===== src/rtl/sdac_pkg.sv =====
`timescale 1ns/1ps
package sdac_pkg;
    localparam int CODE_W  = 16;
    localparam int MODE_W  = 2;
    localparam int PAD_W   = 6;
    localparam int FRAME_W = PAD_W + MODE_W + CODE_W;
    localparam int KEEP_W  = MODE_W + CODE_W;
    localparam int CNT_W   = $clog2(FRAME_W + 1);

    typedef enum logic [MODE_W-1:0] {
        PD_NORMAL   = 2'b00,
        PD_GND_1K   = 2'b01,
        PD_GND_100K = 2'b10,
        PD_HIGHZ    = 2'b11
    } pd_mode_e;

    typedef struct packed {
        pd_mode_e            mode;
        logic [CODE_W-1:0]   code;
    } word_t;

    function automatic logic [CODE_W-1:0] reset_code(input bit midscale);
        return midscale ? {1'b1, {(CODE_W-1){1'b0}}} : '0;
    endfunction
endpackage


===== src/rtl/sdac_sync.sv =====
`timescale 1ns/1ps
module sdac_sync #(
    parameter int             W       = 3,
    parameter int             STAGES  = 2,
    parameter logic [W-1:0]   RST_VEC = '0
) (
    input  logic         clk,
    input  logic         rst,
    input  logic [W-1:0] d,
    output logic [W-1:0] q
);
    logic [W-1:0] pipe [STAGES];

    always_ff @(posedge clk) begin
        if (rst) pipe[0] <= RST_VEC;
        else     pipe[0] <= d;
    end

    for (genvar s = 1; s < STAGES; s++) begin : g_stage
        always_ff @(posedge clk) begin
            if (rst) pipe[s] <= RST_VEC;
            else     pipe[s] <= pipe[s-1];
        end
    end

    assign q = pipe[STAGES-1];
endmodule


===== src/rtl/sdac_shifter.sv =====
`timescale 1ns/1ps
module sdac_shifter
    import sdac_pkg::*;
(
    input  logic              clk,
    input  logic              rst,
    input  logic              sclk_s,
    input  logic              fsel_n_s,
    input  logic              sdi_s,
    output logic [KEEP_W-1:0] keep_q,
    output logic [CNT_W-1:0]  bit_cnt,
    output logic              commit_v
);
    logic sclk_d;
    logic fall;
    logic last_bit;
    logic full;

    assign fall     = sclk_d & ~sclk_s;
    assign last_bit = (bit_cnt == CNT_W'(FRAME_W - 1));
    assign full     = (bit_cnt == CNT_W'(FRAME_W));

    always_ff @(posedge clk) begin
        if (rst) begin
            sclk_d   <= 1'b1;
            keep_q   <= '0;
            bit_cnt  <= '0;
            commit_v <= 1'b0;
        end else begin
            sclk_d   <= sclk_s;
            commit_v <= 1'b0;
            if (fsel_n_s) begin
                bit_cnt <= '0;
                keep_q  <= '0;
            end else if (fall && !full) begin
                keep_q   <= {keep_q[KEEP_W-2:0], sdi_s};
                bit_cnt  <= bit_cnt + 1'b1;
                commit_v <= last_bit;
            end
        end
    end
endmodule


===== src/rtl/sdac_commit.sv =====
`timescale 1ns/1ps
module sdac_commit
    import sdac_pkg::*;
#(
    parameter bit RESET_MIDSCALE = 1'b0
) (
    input  logic              clk,
    input  logic              rst,
    input  logic              commit_v,
    input  word_t             word,
    output logic [CODE_W-1:0] code_q,
    output pd_mode_e          mode_q,
    output logic              upd_q
);
    localparam logic [CODE_W-1:0] CODE_RST = reset_code(RESET_MIDSCALE);

    always_ff @(posedge clk) begin
        if (rst) begin
            code_q <= CODE_RST;
            mode_q <= PD_NORMAL;
            upd_q  <= 1'b0;
        end else begin
            upd_q <= commit_v;
            if (commit_v) begin
                code_q <= word.code;
                mode_q <= word.mode;
            end
        end
    end
endmodule


===== src/rtl/sdac_frame_rx.sv =====
`timescale 1ns/1ps
module sdac_frame_rx
    import sdac_pkg::*;
#(
    parameter int SYNC_STAGES    = 2,
    parameter bit RESET_MIDSCALE = 1'b0
) (
    input  logic              clk,
    input  logic              rst,
    input  logic              sclk_i,
    input  logic              fsel_n_i,
    input  logic              sdi_i,
    output logic [CODE_W-1:0] dac_code_o,
    output logic [MODE_W-1:0] pd_mode_o,
    output logic              upd_o
);
    localparam int LANES = 3;

    logic [LANES-1:0]  raw_lines;
    logic [LANES-1:0]  sync_lines;
    logic              sclk_s;
    logic              fsel_n_s;
    logic              sdi_s;
    logic [KEEP_W-1:0] keep_q;
    logic [CNT_W-1:0]  bit_cnt;
    logic              commit_v;
    pd_mode_e          mode_q;

    assign raw_lines = {sclk_i, fsel_n_i, sdi_i};
    assign {sclk_s, fsel_n_s, sdi_s} = sync_lines;

    sdac_sync #(
        .W       (LANES),
        .STAGES  (SYNC_STAGES),
        .RST_VEC (3'b110)
    ) u_sync (
        .clk (clk),
        .rst (rst),
        .d   (raw_lines),
        .q   (sync_lines)
    );

    sdac_shifter u_shift (
        .clk      (clk),
        .rst      (rst),
        .sclk_s   (sclk_s),
        .fsel_n_s (fsel_n_s),
        .sdi_s    (sdi_s),
        .keep_q   (keep_q),
        .bit_cnt  (bit_cnt),
        .commit_v (commit_v)
    );

    sdac_commit #(
        .RESET_MIDSCALE (RESET_MIDSCALE)
    ) u_commit (
        .clk      (clk),
        .rst      (rst),
        .commit_v (commit_v),
        .word     (word_t'(keep_q)),
        .code_q   (dac_code_o),
        .mode_q   (mode_q),
        .upd_q    (upd_o)
    );

    assign pd_mode_o = mode_q;
endmodule


===== config.mk =====
export PLATFORM = sky130hd
export DESIGN_NAME = sdac_frame_rx
export DESIGN_NICKNAME = d
export VERILOG_FILES = /design/src/rtl/sdac_pkg.sv /design/src/rtl/sdac_sync.sv /design/src/rtl/sdac_shifter.sv /design/src/rtl/sdac_commit.sv /design/src/rtl/sdac_frame_rx.sv
export SDC_FILE = /design/constraint.sdc
export NUM_CORES = 1
export LEC_CHECK = 0
export BUFFER_PORTS_ARGS = -buffer_cell sky130_fd_sc_hd__clkbuf_2
export CAP_MARGIN = 15
export CORE_ASPECT_RATIO = 0.6
export CORE_UTILIZATION = 48
export CTS_CLUSTER_SIZE = 20
export DETAILED_ROUTE_END_ITERATION = 8
export PLACE_DENSITY = 0.77
export SYNTH_ARGS = -nofsm -noshare
export SYNTH_HDL_FRONTEND = slang
export SYNTH_SLANG_ARGS = --single-unit

===== constraint.sdc =====
create_clock -name clk -period 2.69 [get_ports clk]
set_clock_uncertainty 0.15 [all_clocks]
set_input_delay 0.4035 -clock clk [delete_from_list [all_inputs] [get_ports clk]]
set_output_delay 0.4035 -clock clk [all_outputs]
set_load 0.02 [all_outputs]

# ---- After elaboration in Yosys (flattened, before gate mapping)
# Memories as Yosys holds them, arrays and structs flattened.
# Cells that the tools add are included.
dict set report classes {
  addsub 1
  eq_ne 2
  mux 5
  bitwise 5
  reduce_logical 4
}
# cell n
set op_table {}
lappend op_table {{$eq A5 B5 Y1 const B} 2}
lappend op_table {{$mux W3} 2}
lappend op_table {{$add A5 B1 Y5 const B} 1}
lappend op_table {{$mux W1} 3}
lappend op_table {{$reduce_or A3 Y1} 1}
lappend op_table {{$not A1 Y1} 2}
lappend op_table {{$or A1 B1 Y1} 2}
lappend op_table {{$reduce_or A2 Y1} 1}
lappend op_table {{$and A1 B1 Y1} 1}
lappend op_table {{$logic_and A1 B1 Y1} 1}
lappend op_table {{$logic_not A1 Y1} 1}
dict set report word_totals {
  register_bits 44
  ramBits 6
  input_bits 5
  out_inout_bits 19
  elab_cells 25
  n_memories 1
}
# name words width rd rd_ports_with_merged_regs write_ports line_no
set mem_list {}
lappend mem_list {u_sync.pipe 2 3 2 0 2 sdac_sync.sv:12} ;# logic [W-1:0] pipe [STAGES];

# ---- Depth between registers and ports, before layout
dict set report depth {
  word_depth 5
  mapped_depth 6
  ltp_nobuf 5
}

# ---- Cells and area by module
# Synthesis repeated with hierarchy kept, for this count alone.
dict set report hier_totals {
  hier_cells 168
  hier_area_um2 1820.5
}
# module n_inst cells_per_inst area_per_inst_um2 seq_area_each_um2
set by_module_without_submodules {}
lappend by_module_without_submodules {sdac_shifter 1 96 987.2 500.5}
lappend by_module_without_submodules {sdac_commit 1 60 675.6 380.4}
lappend by_module_without_submodules {sdac_sync 1 12 157.7 120.1}

# ---- Worst setup path before layout
# OpenSTA, ideal clock, no wires.
dict set report synth_timing {
  kind {register to register}
  from {register u_shift.bit_cnt[0]}
  to {register u_shift.keep_q[17]}
  setup_time_ns 0.072
  arrival_ns 1.239
  required_ns 2.468
  path_slack_ns 1.229
  stages_incl_launch_ff 7
  path_buffers 1
  synth_period_minus_slack_ns 1.461
  path_cell_list {dfxtp_1 > inv_1 > ha_1 > and4b_1 > nor2_2 > buf_6 > mux2i_1}
}
dict set report synth_via {
  elab_chain_len 3
}
# item line_no
set synth_lines {}
lappend synth_lines {{from (decl)} sdac_shifter.sv:11} ;# output logic [CNT_W-1:0] bit_cnt,
lappend synth_lines {{from (signal assigned)} sdac_shifter.sv:37} ;# bit_cnt <= bit_cnt + 1'b1;
lappend synth_lines {{$eq A5 B5 Y1} sdac_shifter.sv:21} ;# assign full = (bit_cnt == CNT_W'(FRAME_W));
lappend synth_lines {{$logic_not A1 Y1} sdac_shifter.sv:35} ;# end else if (fall && !full) begin
lappend synth_lines {{$logic_and A1 B1 Y1} sdac_shifter.sv:35}
lappend synth_lines {{to (signal assigned)} sdac_shifter.sv:36} ;# keep_q <= {keep_q[KEEP_W-2:0], sdi_s};
lappend synth_lines {{to (decl)} sdac_shifter.sv:10} ;# output logic [KEEP_W-1:0] keep_q,
# No other way between the ends.
# A chain may end at the register's enable or synchronous reset.

# ---- Worst setup path after layout
dict set report layout_timing {
  from {register u_shift.bit_cnt[0]}
  to {register u_shift.keep_q[2]}
}
# Same word-level chain as after synthesis.

==> impl_metrics.ini <==
[global_routing]
grt_util_met1 = 0.222
antenna_found_initial = 0
met3_usage = 0.0611
grt_max_degree = 29
grt_use_total = 0.182
grt-ovfl-total = 0
grt_pass1_vias = 1204
grt_busiest_layer = met2
grtUsageMet2 = 0.300
grt_pass1_wl_mm = 5.40

[cells_and_area]
final_layout_size_suffix_gt1_frac = 0.206
fill_cells = 305
syn_to_final_growth_pct = 12.3
finalNetCount = 200
diodes = 0

[timing]
finalSetupTns_ns = 0
slew_headroom = 0.656
final-hold-violation-count = 0
rsz0062_at_grt = false
slew_viol_final = 0
fmax_ghz = 0.579
min_period_ns = 1.73
setup_violations = 0
min_period_over_period = 0.642
tightest_slew_ns = 0.515
setup_ws_ns = 0.962

[die]
core_mm2 = 0.00342
die_w_um = 81.2
floorplan.initialDensity = 0.527
dieArea_mm2 = 0.00402
ioPinCount = 24
rows = 16
die-height_um = 49.5

[critical_path]
path_max_fanout = 20
rrSetupSlack_ns = 0.96
worst-setup-path-type = flop to flop
crit_buf_inv = 2
worstSetupEndpointType = flop
critPathRequiredTime_ns = 2.76
worstPathArrival_ns = 1.80
critical-path-top-delay-family = flip-flops
worst_path_max_delay_cell = dfxtp_1
worstSetupStartpointType = flop
cp_cell_sequence = inv_1, ha_1, and4b_1, nor2_2, buf_4, mux2i_1
cpPeakStageDelay_ns = 0.38

[synthesis]
ys_seq_area_frac = 0.555
synth_ff_type = dfxtp_1
syn_avg_cell_area_um2 = 10.7
netlist_instances = 169
synth_area_leader_cell = dfxtp_1
synthTopCellsByArea = dfxtp_1 55%, mux2i_1 20%, nand2_1 4.4%
synth_top_area_share = 0.555
yosysWarnings = 0
synth_nets = 176
ys_ff_latch = 50
synth-edff-count = 0
ys_types = 26
netlist_area_mm2 = 0.00180
synthArstFlopShare = 0

[clock_network]
root_buffer = clkbuf_8
cts_setup_buffers = 0
htree_levels = 2
insertion_delay_ns = 0.29
numCtsBuffers = 5
cts.clk_slew.worst_paths_ns = 0.08
ctsResizeCount = 0
clk_path_buf_depth = 2
hold_buffers = 0
cts.sinks = 50
cts_tree = yes

[route]
drt_wl_total_mm = 3.09
dr.pass1.iters = 4
via_count = 1231
routedWlPerCell_um = 12.9
drc_errors = 0
drt_iter0_drc = 54
vias_per_cell = 5.15
postRouteAntennaNets = 0

[run]
maxCapViolations = 0

[placement]
gp_congestion = 0.777
post-place-ws_ns = 0.883
hpwlAfterDp_mm = 2.29
portBuffers = 23

[status]
status = finished clean

[min_path]
holdCritPathClass = primary input to flop

[pwr]
vdd_drop_max_v = 0.000262
power_density_mw_per_mm2 = 593
p_leak_uw = 0.000754
-- kinds of logic after synthesis --
logic type | synth area share
AO/OA/AOI/OAI | 0.0236
adder cells (fa/ha/maj) | 0.0139
buffers and inverters | 0.0409
flip-flops | 0.555
multiplexers | 0.200
AND/OR/NAND/NOR | 0.167
-- registers in the layout, summed over array words and instances (netlist names) --
signal and flops:
u_shift.bit_cnt 5, u_sync.pipe 6, u_commit.upd_q 1, u_commit.code_q 16
u_commit.mode_q 2, u_shift.commit_v 1, u_shift.keep_q 18, u_shift.sclk_d 1
-- final cells by class --
type	instances	area, um2	area share
repair buffers	26	138	0.0679
well taps	45	56.3	0.0278
flip-flops and latches	50	1000	0.494
inverters	3	11.3	0.00556
clock inverters	1	5.00	0.00247
clock buffers	7	86.3	0.0426
multi-input cells	107	729	0.360
-- layout by cell type (no fill, tap or decap) --
cell type / count
a21oi_1: 2
a32o_1: 1
and4b_1: 1
buf_4: 3
clkbuf_1: 1
clkbuf_2: 23
clkbuf_8: 6
clkinv_2: 1
dfxtp_1: 50
ha_1: 2
inv_1: 3
mux2i_1: 36
nand2_1: 21
nand2b_1: 1
nand3_1: 1
nand4_1: 3
nand4b_1: 2
nor2_1: 18
nor2_2: 2
nor2b_1: 4
nor3b_1: 1
nor4b_1: 1
o21ai_0: 3
o31ai_1: 1
or2_1: 1
or2_2: 5
or3_1: 1
-- per-stage QoR --
step	std cells	utilization	area [um2]	hold WS, ns	total power (uW)
after CTS	239	0.592	2030	0.127	1220
after global placement	231	0.565	1940	0.245	790
after detailed placement	231	0.565	1940	0.255	792
final	239	0.592	2030	0.139	1200
after floorplan	169	-	1800	0.239	788
after global routing	239	0.592	2030	0.127	1270
-- where the power goes --
group	internal, uW	switching [uW]
Clock	207	221
Sequential	744	1.97
Combinational	11.2	16.9
-- synthesized netlist by cell type (2+ instances only) --
cell type	n
nand4b_1	2
o21ai_0	3
buf_6	2
a21oi_1	2
nor2_2	2
nand4_1	3
dfxtp_1	50
mux2i_1	36
or2_2	5
clkbuf_1	2
buf_2	2
nor2_1	18
ha_1	2
nand2_1	21
nor2b_1	4
inv_1	3
buf_4	3
-- layer usage --
layer,vias up,wire length [um]
met5,-,0
met4,0,39
met3,7,193
met2,32,1420
met1,575,1430
li1,617,-
-- final timing paths --
| kind | cells after the start | to | from |
|---|---|---|---|
| setup / recovery | 6 | u_shift.keep_q[2]$_SDFFE_PP0P_ | u_shift.bit_cnt[0]$_SDFFE_PP0P_ |
| hold / removal | 2 | u_sync.pipe[0][2]$_SDFF_PP1_ | sclk_i |
| setup reg to reg | 6 | u_shift.keep_q[2]$_SDFFE_PP0P_ | u_shift.bit_cnt[0]$_SDFFE_PP0P_ |
| hold reg to reg | 1 | u_sync.pipe[1][2]$_SDFF_PP1_ | u_sync.pipe[0][2]$_SDFF_PP1_ |
No activity file was read; power rests on OpenSTA's default activity.
